## config.mk

```make
export PLATFORM = sky130hd
export DESIGN_NAME = thermal_trim_filter
export DESIGN_NICKNAME = d
export VERILOG_FILES = /design/src/rtl/tfilt_pkg.sv /design/src/rtl/tf_mode_select.sv /design/src/rtl/tf_window_ctrl.sv /design/src/rtl/tf_stats.sv /design/src/rtl/thermal_trim_filter.sv
export SDC_FILE = /design/constraint.sdc
export NUM_CORES = 1
export LEC_CHECK = 0
export BUFFER_PORTS_ARGS = -buffer_cell sky130_fd_sc_hd__buf_2
export CAP_MARGIN = 20
export CORE_MARGIN = 1
export CORE_UTILIZATION = 67
export DETAILED_ROUTE_END_ITERATION = 8
export HOLD_SLACK_MARGIN = 0.06
export PLACE_DENSITY = 0.95
export RECOVER_POWER = 25
export SYNTH_ARGS = -nofsm -noshare
export SYNTH_HDL_FRONTEND = slang
export SYNTH_SLANG_ARGS = --single-unit
```

## constraint.sdc

```tcl
create_clock -name clk -period 19.61 [get_ports clk]
set_clock_uncertainty 0.15 [all_clocks]
set_input_delay 5.883 -clock clk [delete_from_list [all_inputs] [get_ports clk]]
set_output_delay 5.883 -clock clk [all_outputs]
set_load 0.01 [all_outputs]
```

## src/rtl/tfilt_pkg.sv

```systemverilog
package tfilt_pkg;
    localparam int SMP_W   = 16;
    localparam int MODE_W  = 3;
    localparam int N_POINTS = 4;
    localparam int MAX_SMP = 18;
    localparam int CNT_W   = $clog2(MAX_SMP + 1);
    localparam int SHIFT_W = 3;
    localparam int ACC_W   = SMP_W + $clog2(MAX_SMP + 1);

    typedef enum logic [1:0] {
        ST_IDLE   = 2'd0,
        ST_GATHER = 2'd1,
        ST_EMIT   = 2'd2
    } tf_state_e;

    typedef struct packed {
        logic [CNT_W-1:0]   count;
        logic               trim;
        logic [SHIFT_W-1:0] shift;
    } win_plan_t;

    // Window length, trimming and divide shift for each mode code
    function automatic win_plan_t plan_for(input logic [MODE_W-1:0] m);
        win_plan_t p;
        unique case (m)
            3'b001:  p = '{count: CNT_W'(2),  trim: 1'b0, shift: SHIFT_W'(1)};
            3'b010:  p = '{count: CNT_W'(4),  trim: 1'b1, shift: SHIFT_W'(1)};
            3'b011:  p = '{count: CNT_W'(6),  trim: 1'b1, shift: SHIFT_W'(2)};
            3'b100:  p = '{count: CNT_W'(10), trim: 1'b1, shift: SHIFT_W'(3)};
            3'b101:  p = '{count: CNT_W'(18), trim: 1'b1, shift: SHIFT_W'(4)};
            default: p = '{count: CNT_W'(1),  trim: 1'b0, shift: SHIFT_W'(0)};
        endcase
        return p;
    endfunction
endpackage

```

## src/rtl/tf_mode_select.sv

```systemverilog
module tf_mode_select
    import tfilt_pkg::*;
#(
    parameter int POINTS = N_POINTS,
    parameter int FIELD_W = MODE_W,
    localparam int PSEL_W = $clog2(POINTS)
) (
    input  logic [POINTS*FIELD_W-1:0] cfg_word,
    input  logic [PSEL_W-1:0]         point_sel,
    output win_plan_t                 live_plan
);
    logic [FIELD_W-1:0] fields [POINTS];

    for (genvar g = 0; g < POINTS; g++) begin : g_field
        assign fields[g] = cfg_word[g*FIELD_W +: FIELD_W];
    end

    always_comb begin
        live_plan = plan_for(MODE_W'(fields[point_sel]));
    end
endmodule

```

## src/rtl/tf_window_ctrl.sv

```systemverilog
module tf_window_ctrl
    import tfilt_pkg::*;
(
    input  logic            clk,
    input  logic            srst,
    input  logic            smp_valid,
    input  win_plan_t       live_plan,
    output win_plan_t       act_plan,
    output logic            win_open,
    output logic            hit,
    output logic [CNT_W-1:0] seen_cnt,
    output logic [CNT_W-1:0] held_cnt,
    output logic            res_valid
);
    tf_state_e state_q, state_d;
    win_plan_t held_q;
    logic [CNT_W-1:0] seen_q, count_now;

    assign win_open  = (state_q == ST_GATHER);
    assign act_plan  = win_open ? held_q : live_plan;
    assign count_now = win_open ? seen_q : '0;
    assign hit       = smp_valid && (CNT_W'(count_now + 1'b1) == act_plan.count);
    assign seen_cnt  = seen_q;
    assign held_cnt  = held_q.count;

    // next-state logic
    always_comb begin
        state_d = state_q;
        unique case (state_q)
            ST_IDLE, ST_EMIT: begin
                if (hit)            state_d = ST_EMIT;
                else if (smp_valid) state_d = ST_GATHER;
                else                state_d = ST_IDLE;
            end
            ST_GATHER: begin
                if (hit) state_d = ST_EMIT;
            end
            default: state_d = ST_IDLE;
        endcase
    end

    // state register
    always_ff @(posedge clk) begin
        if (srst) state_q <= ST_IDLE;
        else      state_q <= state_d;
    end

    // window counter and captured plan
    always_ff @(posedge clk) begin
        if (srst) begin
            seen_q <= '0;
            held_q <= '{count: CNT_W'(1), trim: 1'b0, shift: '0};
        end else if (smp_valid) begin
            if (!win_open) held_q <= live_plan;
            seen_q <= hit ? '0 : CNT_W'(count_now + 1'b1);
        end
    end

    // outputs
    always_comb begin
        res_valid = (state_q == ST_EMIT);
    end
endmodule

```

## src/rtl/tf_stats.sv

```systemverilog
module tf_stats
    import tfilt_pkg::*;
#(
    parameter int DW = SMP_W,
    parameter int AW = ACC_W
) (
    input  logic          clk,
    input  logic          srst,
    input  logic          smp_valid,
    input  logic [DW-1:0] smp_code,
    input  logic          first,
    input  logic          hit,
    input  win_plan_t     plan,
    output logic [DW-1:0] res_code
);
    logic [AW-1:0] sum_q, tot, kept;
    logic [DW-1:0] hi_q, lo_q, hi_n, lo_n, res_q;

    always_comb begin
        tot  = (first ? '0 : sum_q) + AW'(smp_code);
        hi_n = (first || smp_code > hi_q) ? smp_code : hi_q;
        lo_n = (first || smp_code < lo_q) ? smp_code : lo_q;
        kept = plan.trim ? (tot - AW'(hi_n) - AW'(lo_n)) : tot;
    end

    always_ff @(posedge clk) begin
        if (srst) begin
            sum_q <= '0;
            hi_q  <= '0;
            lo_q  <= '0;
            res_q <= '0;
        end else if (smp_valid) begin
            sum_q <= tot;
            hi_q  <= hi_n;
            lo_q  <= lo_n;
            if (hit) res_q <= DW'(kept >> plan.shift);
        end
    end

    assign res_code = res_q;
endmodule

```

## src/rtl/thermal_trim_filter.sv

```systemverilog
module thermal_trim_filter
    import tfilt_pkg::*;
(
    input  logic                       clk,
    input  logic                       srst,
    input  logic [N_POINTS*MODE_W-1:0] cfg_word,
    input  logic [1:0]                 point_sel,
    input  logic                       smp_valid,
    input  logic [SMP_W-1:0]           smp_code,
    output logic                       res_valid,
    output logic [SMP_W-1:0]           res_code
);
    win_plan_t live_plan, act_plan;
    logic win_open, hit;
    logic [CNT_W-1:0] seen_cnt, held_cnt, live_cnt;

    assign live_cnt = live_plan.count;

    tf_mode_select #(.POINTS(N_POINTS), .FIELD_W(MODE_W)) u_sel (
        .cfg_word (cfg_word),
        .point_sel(point_sel),
        .live_plan(live_plan)
    );

    tf_window_ctrl u_ctl (
        .clk      (clk),
        .srst     (srst),
        .smp_valid(smp_valid),
        .live_plan(live_plan),
        .act_plan (act_plan),
        .win_open (win_open),
        .hit      (hit),
        .seen_cnt (seen_cnt),
        .held_cnt (held_cnt),
        .res_valid(res_valid)
    );

    tf_stats #(.DW(SMP_W), .AW(ACC_W)) u_stats (
        .clk      (clk),
        .srst     (srst),
        .smp_valid(smp_valid),
        .smp_code (smp_code),
        .first    (!win_open),
        .hit      (hit),
        .plan     (act_plan),
        .res_code (res_code)
    );
endmodule

```

* Word-level counts from Yosys, hierarchy flattened
Index checks and enable logic that the tools add are counted.
Operators by class: eq/ne operators 9, order comparisons 3, muxes and demuxes 15, bitwise operators 1, shift-type cells 1, add/subtract/negate cells 4, reduce and logical (&&, ||, !) cells 7
Operators with widths (count):
- 9-bit case mux with 5 select lines | 1
- 21-bit 2-to-1 mux | 2
- 21-bit by 16-bit subtractor with 21-bit output | 2
- 16-bit 2-to-1 mux | 2
- 21-bit by 16-bit adder with 21-bit output | 1
- 21-bit by 3-bit >> shifter with 16-bit output | 1
- 16-bit > comparator | 1
- 16-bit less-than comparator | 1
- 5-bit 2-to-1 mux | 2
- 9-bit 2-to-1 mux | 1
- 3-bit binary-select mux with 2-bit select | 1
- 3-bit by 2-bit == test with 1-bit output, second input constant | 2
- 3-bit == test, second input constant | 2
- 3-bit 2-to-1 mux | 2
- 5-bit by 1-bit adder with 5-bit output, second input constant | 1
- 5-bit == test | 1
- 2-bit 2-to-1 mux | 2
- 2-bit case mux with 2 select lines | 1
- 3-bit by 1-bit == test with 1-bit output, second input constant | 1
- 3-bit greater-or-equal comparator, second input constant | 1
- 2-bit inverter with 3-bit output | 1
- 2-bit by 1-bit == test with 1-bit output, second input constant | 1
- 2-bit == test, second input constant | 1
- 2-bit zero test | 1
- other kinds (7) | 8
Storage, ports and cells: logic and storage cells 49, output and inout port bits 17, input port bits 33, bits in registers 85

* Logic depth before layout (Yosys ltp)
word-level depth 11, mapped depth 27, depth with buffers taken out 25

* Modules after synthesis
Synthesis repeated with hierarchy kept, for this count alone.
Unflattened totals: cells, all modules 969, area, all modules 7978.9 µm²
Modules (own cells, without submodules):
- tf_stats | times used 1, area each 6779.0 µm², seq. area each 1381.3 µm², cells each 827
- tf_window_ctrl | times used 1, area each 1034.7 µm², seq. area each 320.3 µm², cells each 124
- tf_mode_select | times used 1, area each 161.4 µm², seq. area each 0.0 µm², cells each 17
- thermal_trim_filter | times used 1, area each 3.8 µm², seq. area each 0.0 µm², cells each 1

* Least setup slack after synthesis
Ideal clock, no wire load.
kind input-to-reg, from input port smp_code[1], to register u_stats.res_q[15], in the netlist u_stats.res_code[15], setup time 77 ps, buffers on the path 1, arrival time 11380 ps, cell stages on the path 22, required time 19383 ps, slack 8004 ps, cell sequence ha_1 -> nor2b_1 -> o21a_1 -> o21a_1 -> o21a_1 -> o21a_1 -> o21ai_0 -> a222oi_1 -> nor2_1 -> clkbuf_1 -> mux2i_1 -> fa_1 -> ha_1 -> and4_1 -> and3_1 -> a31oi_1 -> nand2_1 -> a2111oi_4 -> nand3_2 -> xor2_1 -> or4_4 -> a41oi_2
On the way: word-level cells in the longest chain between the ends 7, elaborated cells on any way between the ends 11, those cells by class 3 x add/sub; 2 x order compare; 1 x shift; 3 x mux; 2 x reduce/logical
Ends and longest elaborated chain:
- start: declaration | RTL line thermal_trim_filter.sv:9 | input logic [SMP_W-1:0] smp_code,
- 16-bit > comparator | RTL line tf_stats.sv:21 | hi_n = (first || smp_code > hi_q) ? smp_code : hi_q;
- 1-bit logical OR | RTL line tf_stats.sv:21
- 16-bit 2-to-1 mux | RTL line tf_stats.sv:21
- 21-bit by 16-bit subtractor with 21-bit output (2 in series) | RTL line tf_stats.sv:23 | kept = plan.trim ? (tot - AW'(hi_n) - AW'(lo_n)) : tot;
- 21-bit 2-to-1 mux * | RTL line tf_stats.sv:23
- 21-bit by 3-bit >> shifter with 16-bit output * | RTL line tf_stats.sv:36 | if (hit) res_q <= DW'(kept >> plan.shift);
- end signal: assignment | RTL line tf_stats.sv:36
- end: declaration | RTL line tf_stats.sv:17 | logic [DW-1:0] hi_q, lo_q, hi_n, lo_n, res_q;
Every way passes the cells marked *; elsewhere a longest branch is shown, timed or not. A chain may end at the register's enable or synchronous reset.

* Worst setup path after layout
from input port smp_code[1], to register u_stats.res_q[15], in the netlist u_stats.res_code[15]
On the way: elaborated cells on any way between the ends 11, those cells by class 3 x add/sub; 2 x order compare; 1 x shift; 3 x mux; 2 x reduce/logical
RTL lines:
- 16-bit less-than comparator | RTL line tf_stats.sv:22 | lo_n = (first || smp_code < lo_q) ? smp_code : lo_q;
- 1-bit logical OR | RTL line tf_stats.sv:22
- 16-bit 2-to-1 mux | RTL line tf_stats.sv:22
- net u_stats.lo_n[2] | RTL line tf_stats.sv:17
- 21-bit by 16-bit subtractor with 21-bit output | RTL line tf_stats.sv:23
- 21-bit 2-to-1 mux | RTL line tf_stats.sv:23
- 21-bit by 3-bit >> shifter with 16-bit output | RTL line tf_stats.sv:36
The timed path passes the listed nets, and every way through them passes these cells.

==> results.json <==
{
  "stdcell_area_um2": 8440,
  "synth_top_family_by_area": "compound AO/OA/AOI/OAI gates",
  "synth_ff_type": "dfxtp_1",
  "first_pass_iters": 6,
  "worst-setup-path-type": "input port to register",
  "tightest_slew_ns": 3.87,
  "powerDensity_nw_per_um2": 95.4,
  "status": "finished with violations",
  "cts_max_path_buffers": 2,
  "rows": 39,
  "finalPower_mw": 0.804,
  "io_buffer_count": 49,
  "async_flop_share": 0,
  "die_w_um": 110,
  "dr_total_vias": 7428,
  "ys_warn_count": 0,
  "nets": 1101,
  "worstSkewPairLatency_ns": 0.36,
  "finalCriticalPeriod_ns": 12.11,
  "avgSynthCellArea_um2": 8.15,
  "grt_start_max_net_pins": 88,
  "drv_cap": 1,
  "hold_viol": 0,
  "synth_compound_area_frac": 0.210,
  "first_iter_violations": 691,
  "min_path_type": "register to register",
  "route.detailed.drc": 0,
  "ys_types": 76,
  "vdd_drop_max_uv": 66.0,
  "setup_tns_ns": 0,
  "grt_use_total": 0.364,
  "ios": 50,
  "p_leak_nw": 3.70,
  "yosys-top-cells-count": "nor2_1, mux2i_1, dfxtp_1",
  "placeableCoreArea_um2": 11400,
  "clkTransAtPathRegs_ns": 0.06,
  "synth_top_area_share": 0.217,
  "fp.dieH_um": 110,
  "antenna_left": 0,
  "critPathCaptureType": "register",
  "setup-violations-final": 0,
  "clock_sinks": 85,
  "cts_resized": 0,
  "utilization": 0.739,
  "diodes": 0,
  "wl_mm": 20.5,
  "grt_pass1_wl_mm": 33.9,
  "antenna_found_initial": 0,
  "worstPathArrival_ns": 12.00,
  "cp_max_fo": 17,
  "dieArea_um2": 12100,
  "slew_viol_final": 88,
  "place_ws_ns": 7.28,
  "postCtsHoldBufs": 0,
  "yosys.area.top_type": "dfxtp_1",
  "dp_hpwl_mm": 14.9,
  "cts_root_buffer": "clkbuf_16",
  "yosys.area_share.simple": 0.197,
  "gr-total-overflow": 0,
  "rsz0062_at_grt": "false",
  "violations": "capacitance limit, slew limit",
  "wl_per_cell_um": 18.1,
  "worst_slack_ns": 7.50,
  "crit_required_ns": 19.50,
  "ys_top_cells_by_area": "dfxtp_1, mux2i_1, ha_1, nor2_1, fa_1",
  "via_per_inst": 6.55,
  "cts_tree": "done",
  "area.growth.synth_to_final_pct": 7.60,
  "mappedNetlistArea_um2": 7840,
  "place_area_um2": 8160,
  "postCtsSetupRepairBufs": 0,
  "drive_above_1_share": 0.0848,
  "ys_ff_latch": 85,
  "synth.net_count": 1077,
  "place_congestion": 0.908,
  "start_util": 0.687,
  "post-route-period-util": 0.617,
  "postSynthCellCount": 962,
  "critPathLaunchType": "input port",
  "synth_edf_count": 0,
  "synthAdderAreaFrac": 0.147,
  "synth_xor_area_frac": 0.0378,
  "max_freq_mhz": 82.6,
  "numCtsBuffers": 9,
  "yosysMostFrequentCell": "nor2_1",
  "yosysSeqAreaShare": 0.217,
  "synth_mux_area_frac": 0.139,
  "timing.slew.headroom": -1.58,
  "grt_pass1_vias": 7083,
  "htreeDepth": 3
}
layout make-up:
| type | instances | area [um^2] |
|---|---|---|
| Clock inverter | 4 | 47.5 |
| Tap cell | 143 | 179 |
| Clock buffer | 12 | 246 |
| Multi-Input combinational cell | 771 | 5740 |
| Timing Repair Buffer | 58 | 288 |
| Sequential cell | 85 | 1700 |
| Fill cell | 819 | 2980 |
| Inverter | 61 | 229 |
per-layer routing:
metal / vias to the layer above / track usage / wire length (um)
met5: - / 0 / 0
met4: 0 / 0.202 / 788
met2: 313 / 0.596 / 9880
met1: 3508 / 0.423 / 8340
li1: 3531 / - / -
met3: 76 / 0.111 / 1510
worst paths after layout:
| path | slack (ns) | cells past startpoint | startpoint | end |
|---|---|---|---|---|
| min reg2reg | 0.30 | 2 | u_stats.res_code[0]$_SDFFE_PP0P_ | u_stats.res_code[0]$_SDFFE_PP0P_ |
| max reg2reg | 12.78 | 22 | u_stats.lo_q[1]$_SDFFE_PP0P_ | u_stats.res_code[15]$_SDFFE_PP0P_ |
| min | 0.30 | 2 | u_stats.res_code[0]$_SDFFE_PP0P_ | u_stats.res_code[0]$_SDFFE_PP0P_ |
| max | 7.50 | 22 | smp_code[1] | u_stats.res_code[15]$_SDFFE_PP0P_ |
flip-flops by register name (all words and copies together) (netlist names):
signal            cells
u_stats.sum_q        21
u_stats.hi_q         16
u_stats.lo_q         16
u_stats.res_code     16
u_ctl.held_cnt        5
u_ctl.seen_cnt        5
u_ctl.held_q          4
u_ctl.state_q         2
metrics by stage:
stage                     hold slack [ns]  cells
after floorplan                     0.285    962
after global placement              0.292   1117
after detailed placement            0.295   1117
after CTS                           0.304   1133
after global routing                0.346   1134
final                               0.304   1134
worst max-delay path, cell delays in order:
cell	delay, ns
buf_2	0.14
ha_1	0.30
a21o_1	0.16
a21o_1	0.17
a21o_1	0.17
a21o_1	0.18
a2111oi_0	0.41
or4_1	0.20
nand2_1	0.50
mux2_2	0.51
fa_1	0.54
inv_1	0.04
ha_1	0.35
a211oi_1	0.24
o21ai_0	0.28
a31oi_1	0.49
nand2_1	0.17
a2111oi_4	0.48
xnor2_1	0.13
o31ai_1	0.39
or2_2	0.21
a41oi_2	0.07
layout by cell type (no fill, tap or decap), types with 4 or more instances in the layout:
cell type and instances:
xnor2_1 17, nand3b_1 11, nand2_1 61, and2_1 23, o22ai_1 5, a31oi_1 8
o2111ai_1 4, o221ai_1 5, and3_1 13, o21a_1 13, buf_2 32, mux2_2 4
a211oi_1 23, nor2b_1 5, or3_1 5, nand3_1 23, nor2_1 109, o31ai_1 11
nor3_1 20, clkbuf_16 9, a21o_1 23, o21ai_0 38, mux2i_1 95, fa_1 17
inv_1 61, ha_1 65, nand2b_1 13, or4_1 4, nand4_1 6, a21oi_1 58
dfxtp_1 85, xor2_1 15, or2_2 4, buf_4 8, o211ai_1 6, clkbuf_1 20
a211o_1 4
cells by family after synthesis:
| kind of cell | Yosys count |
|---|---|
| xor+xnor | 33 |
| fa+ha+maj | 82 |
| flops | 85 |
| simple gates | 314 |
| buf+inv | 106 |
| mux | 104 |
| compound gates | 238 |
power breakdown:
group	internal (mW)	switching, mW
clock network	0.102	0.0726
logic	0.174	0.258
registers	0.187	0.0102
No activity file was read; power rests on OpenSTA's default activity.
